==> src/rtl/trig_shaper_pkg.sv <==
package trig_shaper_pkg;

  localparam int PRESC_SEL_W = 2;
  localparam int FILT_SEL_W  = 4;
  localparam int DIV_LOG_W   = 3;
  localparam int MAX_DIV_LOG = 5;
  localparam int DIV_CNT_W   = MAX_DIV_LOG;
  localparam int MATCH_W     = 3;
  localparam int PRESC_CNT_W = PRESC_SEL_W;

  // Strobes and limits passed from control to datapath.
  typedef struct packed {
    logic                   sampleEn;
    logic                   prescBypass;
    logic [PRESC_CNT_W-1:0] prescLim;
    logic [MATCH_W-1:0]     matchLast;
  } ctl_t;

  typedef struct packed {
    logic [DIV_LOG_W-1:0] divLog;
    logic [MATCH_W-1:0]   matchLast;
  } filt_cfg_t;

  // Sampling interval (as log2) and run length minus one per select value.
  function automatic filt_cfg_t decode_filter(input logic [FILT_SEL_W-1:0] code);
    filt_cfg_t c;
    case (code)
      4'd0:    c = '{divLog: 3'd0, matchLast: 3'd0};
      4'd1:    c = '{divLog: 3'd0, matchLast: 3'd1};
      4'd2:    c = '{divLog: 3'd0, matchLast: 3'd3};
      4'd3:    c = '{divLog: 3'd0, matchLast: 3'd7};
      4'd4:    c = '{divLog: 3'd1, matchLast: 3'd5};
      4'd5:    c = '{divLog: 3'd1, matchLast: 3'd7};
      4'd6:    c = '{divLog: 3'd2, matchLast: 3'd5};
      4'd7:    c = '{divLog: 3'd2, matchLast: 3'd7};
      4'd8:    c = '{divLog: 3'd3, matchLast: 3'd5};
      4'd9:    c = '{divLog: 3'd3, matchLast: 3'd7};
      4'd10:   c = '{divLog: 3'd4, matchLast: 3'd4};
      4'd11:   c = '{divLog: 3'd4, matchLast: 3'd5};
      4'd12:   c = '{divLog: 3'd4, matchLast: 3'd7};
      4'd13:   c = '{divLog: 3'd5, matchLast: 3'd4};
      4'd14:   c = '{divLog: 3'd5, matchLast: 3'd5};
      default: c = '{divLog: 3'd5, matchLast: 3'd7};
    endcase
    return c;
  endfunction

  // Rising edges counted before each toggle of the divided level, minus one.
  function automatic logic [PRESC_CNT_W-1:0] presc_limit(input logic [PRESC_SEL_W-1:0] code);
    logic [PRESC_CNT_W-1:0] lim;
    case (code)
      2'd2:    lim = 2'd1;
      2'd3:    lim = 2'd3;
      default: lim = 2'd0;
    endcase
    return lim;
  endfunction

endpackage

==> src/rtl/trig_shaper_ctl.sv <==
module trig_shaper_ctl
  import trig_shaper_pkg::*;
(
  input  logic                   clk,
  input  logic                   rstN,
  input  logic [PRESC_SEL_W-1:0] prescSel,
  input  logic [FILT_SEL_W-1:0]  filtSel,
  output ctl_t                   ctl
);

  filt_cfg_t            cfg;
  logic [DIV_CNT_W-1:0] divCnt;
  logic [DIV_CNT_W-1:0] divLim;
  logic                 sampleEn;

  always_comb begin
    cfg    = decode_filter(filtSel);
    divLim = DIV_CNT_W'((32'd1 << cfg.divLog) - 32'd1);
  end

  // A late limit (after a narrower select) samples at once and restarts.
  assign sampleEn = (divCnt >= divLim);

  always_ff @(posedge clk or negedge rstN) begin
    if (!rstN)         divCnt <= '0;
    else if (sampleEn) divCnt <= '0;
    else               divCnt <= divCnt + 1'b1;
  end

  always_comb begin
    ctl.sampleEn    = sampleEn;
    ctl.prescBypass = (prescSel == '0);
    ctl.prescLim    = presc_limit(prescSel);
    ctl.matchLast   = cfg.matchLast;
  end

endmodule

==> src/rtl/trig_shaper_dp.sv <==
module trig_shaper_dp
  import trig_shaper_pkg::*;
#(
  parameter int SYNC_STAGES = 2
)(
  input  logic clk,
  input  logic rstN,
  input  logic trigIn,
  input  ctl_t ctl,
  output logic trigLevel,
  output logic trigRise
);

  localparam int SYNC_LAST = SYNC_STAGES - 1;

  logic [SYNC_STAGES-1:0] syncQ;
  logic                   syncLvl;
  logic                   syncPrev;
  logic                   syncRise;
  logic [PRESC_CNT_W-1:0] edgeCnt;
  logic                   prescOut;
  logic [MATCH_W-1:0]     matchCnt;
  logic                   levelQ;
  logic                   riseQ;

  // Synchroniser chain; a single stage is a plain register.
  generate
    if (SYNC_STAGES == 1) begin : g_sync_one
      always_ff @(posedge clk or negedge rstN) begin
        if (!rstN) syncQ <= '0;
        else       syncQ <= trigIn;
      end
    end else begin : g_sync_chain
      always_ff @(posedge clk or negedge rstN) begin
        if (!rstN) syncQ <= '0;
        else       syncQ <= {syncQ[SYNC_STAGES-2:0], trigIn};
      end
    end
  endgenerate

  assign syncLvl  = syncQ[SYNC_LAST];
  assign syncRise = syncLvl && !syncPrev;

  // Edge-rate divider.
  always_ff @(posedge clk or negedge rstN) begin
    if (!rstN) begin
      syncPrev <= 1'b0;
      edgeCnt  <= '0;
      prescOut <= 1'b0;
    end else begin
      syncPrev <= syncLvl;
      if (ctl.prescBypass) begin
        edgeCnt  <= '0;
        prescOut <= syncLvl;
      end else if (syncRise) begin
        if (edgeCnt >= ctl.prescLim) begin
          edgeCnt  <= '0;
          prescOut <= !prescOut;
        end else begin
          edgeCnt <= edgeCnt + 1'b1;
        end
      end
    end
  end

  // Run-length filter: the candidate is always the opposite of the output.
  always_ff @(posedge clk or negedge rstN) begin
    if (!rstN) begin
      matchCnt <= '0;
      levelQ   <= 1'b0;
      riseQ    <= 1'b0;
    end else begin
      riseQ <= 1'b0;
      if (ctl.sampleEn) begin
        if (prescOut == levelQ) begin
          matchCnt <= '0;
        end else if (matchCnt >= ctl.matchLast) begin
          matchCnt <= '0;
          levelQ   <= prescOut;
          riseQ    <= prescOut;
        end else begin
          matchCnt <= matchCnt + 1'b1;
        end
      end
    end
  end

  assign trigLevel = levelQ;
  assign trigRise  = riseQ;

endmodule

==> src/rtl/trig_shaper.sv <==
module trig_shaper
  import trig_shaper_pkg::*;
#(
  parameter int SYNC_STAGES = 2
)(
  input  logic                   clk,
  input  logic                   rstN,
  input  logic                   trigIn,
  input  logic [PRESC_SEL_W-1:0] prescSel,
  input  logic [FILT_SEL_W-1:0]  filtSel,
  output logic                   trigLevel,
  output logic                   trigRise
);

  ctl_t ctl;
  logic sampleTap;

  trig_shaper_ctl u_ctl (
    .clk      (clk),
    .rstN     (rstN),
    .prescSel (prescSel),
    .filtSel  (filtSel),
    .ctl      (ctl)
  );

  trig_shaper_dp #(.SYNC_STAGES(SYNC_STAGES)) u_dp (
    .clk       (clk),
    .rstN      (rstN),
    .trigIn    (trigIn),
    .ctl       (ctl),
    .trigLevel (trigLevel),
    .trigRise  (trigRise)
  );

  assign sampleTap = ctl.sampleEn;

endmodule

==> config.mk <==
export PLATFORM = sky130hd
export DESIGN_NAME = trig_shaper
export DESIGN_NICKNAME = d
export VERILOG_FILES = /design/src/rtl/trig_shaper_pkg.sv /design/src/rtl/trig_shaper_ctl.sv /design/src/rtl/trig_shaper_dp.sv /design/src/rtl/trig_shaper.sv
export SDC_FILE = /design/constraint.sdc
export NUM_CORES = 1
export LEC_CHECK = 0
export ABC_CLOCK_PERIOD_IN_PS = 5100
export BUFFER_PORTS_ARGS = -buffer_cell sky130_fd_sc_hd__buf_2
export CAP_MARGIN = 20
export CORE_AREA = 2 2 46 48
export CTS_CLUSTER_SIZE = 20
export DETAILED_ROUTE_END_ITERATION = 10
export DIE_AREA = 0 0 48 50
export PLACE_DENSITY = 0.78
export SETUP_SLACK_MARGIN = 0.02
export SLEW_MARGIN = 30
export SYNTH_ARGS = -nofsm -noshare
export SYNTH_HDL_FRONTEND = slang
export SYNTH_SLANG_ARGS = --single-unit
==> constraint.sdc <==
create_clock -name clk -period 5.1 [get_ports clk]
set_input_delay 0.51 -clock clk [delete_from_list [all_inputs] [get_ports clk]]
set_output_delay 0.51 -clock clk [all_outputs]
set_load 0.05 [all_outputs]
==> qor.csv <==
metric,value,unit
run_status,finished clean,
clock-sinks,16,
overflow,0,
yosys_warnings,0,
combPwrFrac,46.8,%
dp.final_hpwl,1400,um
cts-root-buf,clkbuf_4,
clk_pin_slew,0.08,ns
hold_buffers,0,
num-nets-final,149,
rrSetupSlack,3.10,ns
ioPinCount,11,
seqPwrFrac,40.8,%
viasPerCell,5.36,
worstPathMaxFanout,12,
async_reset_ff_share,100,%
rr_worst_depth,6,
p_total,507,uW
n_antenna_cell,0,
synthDistinctLibCells,33,
p_switching,210,uW
avgSynthCellArea,9.75,um2
synth_top_area_share,37.0,%
die-area,2400,um2
clkLatencyLatePin,0.28,ns
ys_ff_latch,16,
rows,16,
io_buffers,10,
slew_headroom,62.3,%
synthTopCellsByArea,"dfrtp_1, ha_1, inv_1, nor2_1, o21ai_0",
required,5.28,ns
nFillCells,158,
numCtsBuffers,3,
finalMaxSlewViolations,0,
start_util,56.9,%
drtPass1Iterations,5,
drive_gt1_share,16.5,%
yosysSeqAreaShare,37.0,%
rsz0062_at_grt,no,
synth_ff_type,dfrtp_1,
swShare,41.5,%
criticalPathCategory,input pin to flop,
fin_crit,2.71,ns
core-area,1900,um2
setup_viol,0,
fp.dieH,50,um
cts_tree,yes,
grt_usage,17.6,%
worstSetupStartpointType,input pin,
gp_congestion,0.773,
regArea,400,um2
crit_path_end_kind,flop,
routed_wl,1730,um
power_density,434,nW/um2
fin_tns_setup,0,ns
htree_num_levels,1,
first_global_vias,742,
finalClockSkew,0.00856,ns
dieWidth,48,um
clockPowerShare,12.4,%
area_delta_synth_final,7.98,%
ir_worst_vdd,0.310,mV
antenna_found_initial,0,
wire_per_inst,11.7,um
worstHoldPathType,input pin to async pin,
worstReg2RegEnd,u_dp.trigLevel$_DFFE_PN0P_,
cts_resized,0,
syn_area,1080,um2
synth.most_common_cell,ha_1,
leakagePower,0.589,nW
vias,794,
worst_pin_slew,0.565,ns
synthCells,111,
cap_violations,0,
first_iter_violations,10,
finalHoldViolations,0,
synth.cells.most_frequent,"ha_1, dfrtp_1, inv_1, nor2_1, o21ai_0",
grt_max_degree,17,
clock_path_buffers,2,
grt_pass1_wl,3060,um
ant_nets,0,
yosysTopAreaCell,dfrtp_1,
crit_arrival,2.88,ns
intPower,296,uW
post_cts_buffers,0,
max_freq,370,MHz
finalCritPeriodShare,53.0,%
drc_errors,0,
multi_input_area,613,um2
synth-edff-count,0,
synth_nets,137,
r2r_start,u_ctl.divCnt[2]$_DFF_PN0_,
## worst max path at each step
stage                     slack [ns]                         end        from  cells after the start
final                           2.39  u_dp.trigLevel$_DFFE_PN0P_  filtSel[2]                     11
after global routing            2.28  u_dp.trigLevel$_DFFE_PN0P_  filtSel[2]                     11
after CTS                       2.40  u_dp.trigLevel$_DFFE_PN0P_  filtSel[2]                     11
after detailed placement        2.11  u_dp.trigLevel$_DFFE_PN0P_  filtSel[2]                     11
after global placement          2.20  u_dp.trigLevel$_DFFE_PN0P_  filtSel[2]                     11
after floorplan                 2.38  u_dp.trigLevel$_DFFE_PN0P_  filtSel[2]                     11
## state kept, by name, summed over array words and instances, names as in the netlist
signal	cells
u_ctl.divCnt	5
u_dp.edgeCnt	2
u_dp.matchCnt	3
u_dp.prescOut	1
u_dp.syncPrev	1
u_dp.syncQ	2
u_dp.trigLevel	1
u_dp.trigRise	1
## power by group through the flow
| stage | registers, mW | clock network (mW) | logic, mW |
|---|---|---|---|
| final | 0.207 | 0.0627 | 0.237 |
| after global routing | 0.215 | 0.0697 | 0.274 |
| after CTS | 0.207 | 0.0636 | 0.240 |
| after detailed placement | 0.209 | 0 | 0.239 |
| after global placement | 0.208 | 0 | 0.222 |
| after floorplan | 0.212 | 0 | 0.190 |
## critical path, stage by stage
cell	delay [ns]
buf_2	0.15
inv_1	0.07
or3_1	0.32
ha_1	0.24
xor2_1	0.17
ha_1	0.30
a211o_1	0.26
a31oi_1	0.18
o21bai_2	0.23
nand2_2	0.13
mux2_1	0.31
## layout make-up
type                            count  share of cell area (%)
Sequential cell                    16                    34.3
Clock buffer                        3                    1.93
Timing Repair Buffer               10                    4.28
Multi-Input combinational cell     79                    52.5
Inverter                           13                    4.18
Tap cell                           27                    2.89
## routing by layer
| metal | global-route usage [%] | up-vias | share of wire [%] |
|---|---|---|---|
| li1 | - | 408 | - |
| met2 | 26.7 | 12 | 49 |
| met4 | 4.05 | 0 | 1.1 |
| met5 | 0 | - | 0 |
| met1 | 24.0 | 369 | 47 |
| met3 | 5.49 | 5 | 3.3 |
## kinds of logic (layout without fill, tap and decap cells)
kind of cell | count (synthesis) | count (layout) | synth area share [%]
buffers and inverters | 16 | 26 | 6.36
adders and majority gates | 17 | 17 | 19.7
DFF | 16 | 16 | 37.0
AOI/OAI and AO/OA | 22 | 22 | 13.6
muxes | 4 | 4 | 5.09
xor gates and xnor gates | 5 | 5 | 4.05
and+or+nand+nor | 31 | 31 | 14.2
## stage by stage
| step | instances | worst slack [ns] | util (%) | area [um2] | hold WS [ns] |
|---|---|---|---|---|---|
| 3_3_place_gp | 145 | 2.20 | 60.3 | 1150 | 0.340 |
| 3_5_place_dp | 145 | 2.11 | 60.3 | 1150 | 0.344 |
| 6_report | 148 | 2.39 | 61.4 | 1170 | 0.113 |
| 5_1_grt | 148 | 2.28 | 61.4 | 1170 | 0.140 |
| 2_1_floorplan | 111 | 2.38 | - | 1080 | 0.214 |
| 4_1_cts | 148 | 2.40 | 61.4 | 1170 | 0.126 |
## placed cells by master (no fill, tap or decap)
cell	Yosys	layout
ha_1	17	17
dfrtp_1	16	16
inv_1	13	13
nor2_1	11	11
buf_2	0	10
o21ai_0	6	6
a21oi_1	5	5
nand2_1	4	4
nand3_1	4	4
xor2_1	3	3
clkbuf_4	0	3
or3_1	2	2
nor3b_1	2	2
a31oi_1	2	2
nand2b_1	2	2
a211o_1	2	2
xnor2_1	2	2
nor2b_1	2	2
o21ai_2	2	2
mux2i_1	1	1
mux2_2	1	1
a22oi_1	1	1
mux4_2	1	1
o21bai_2	1	1
o21ai_1	1	1
nand2_2	1	1
o41ai_1	1	1
nor3_1	1	1
mux2_1	1	1
or4_1	1	1
nand4_1	1	1
o211ai_2	1	1
No activity file was read; power rests on OpenSTA's default activity.
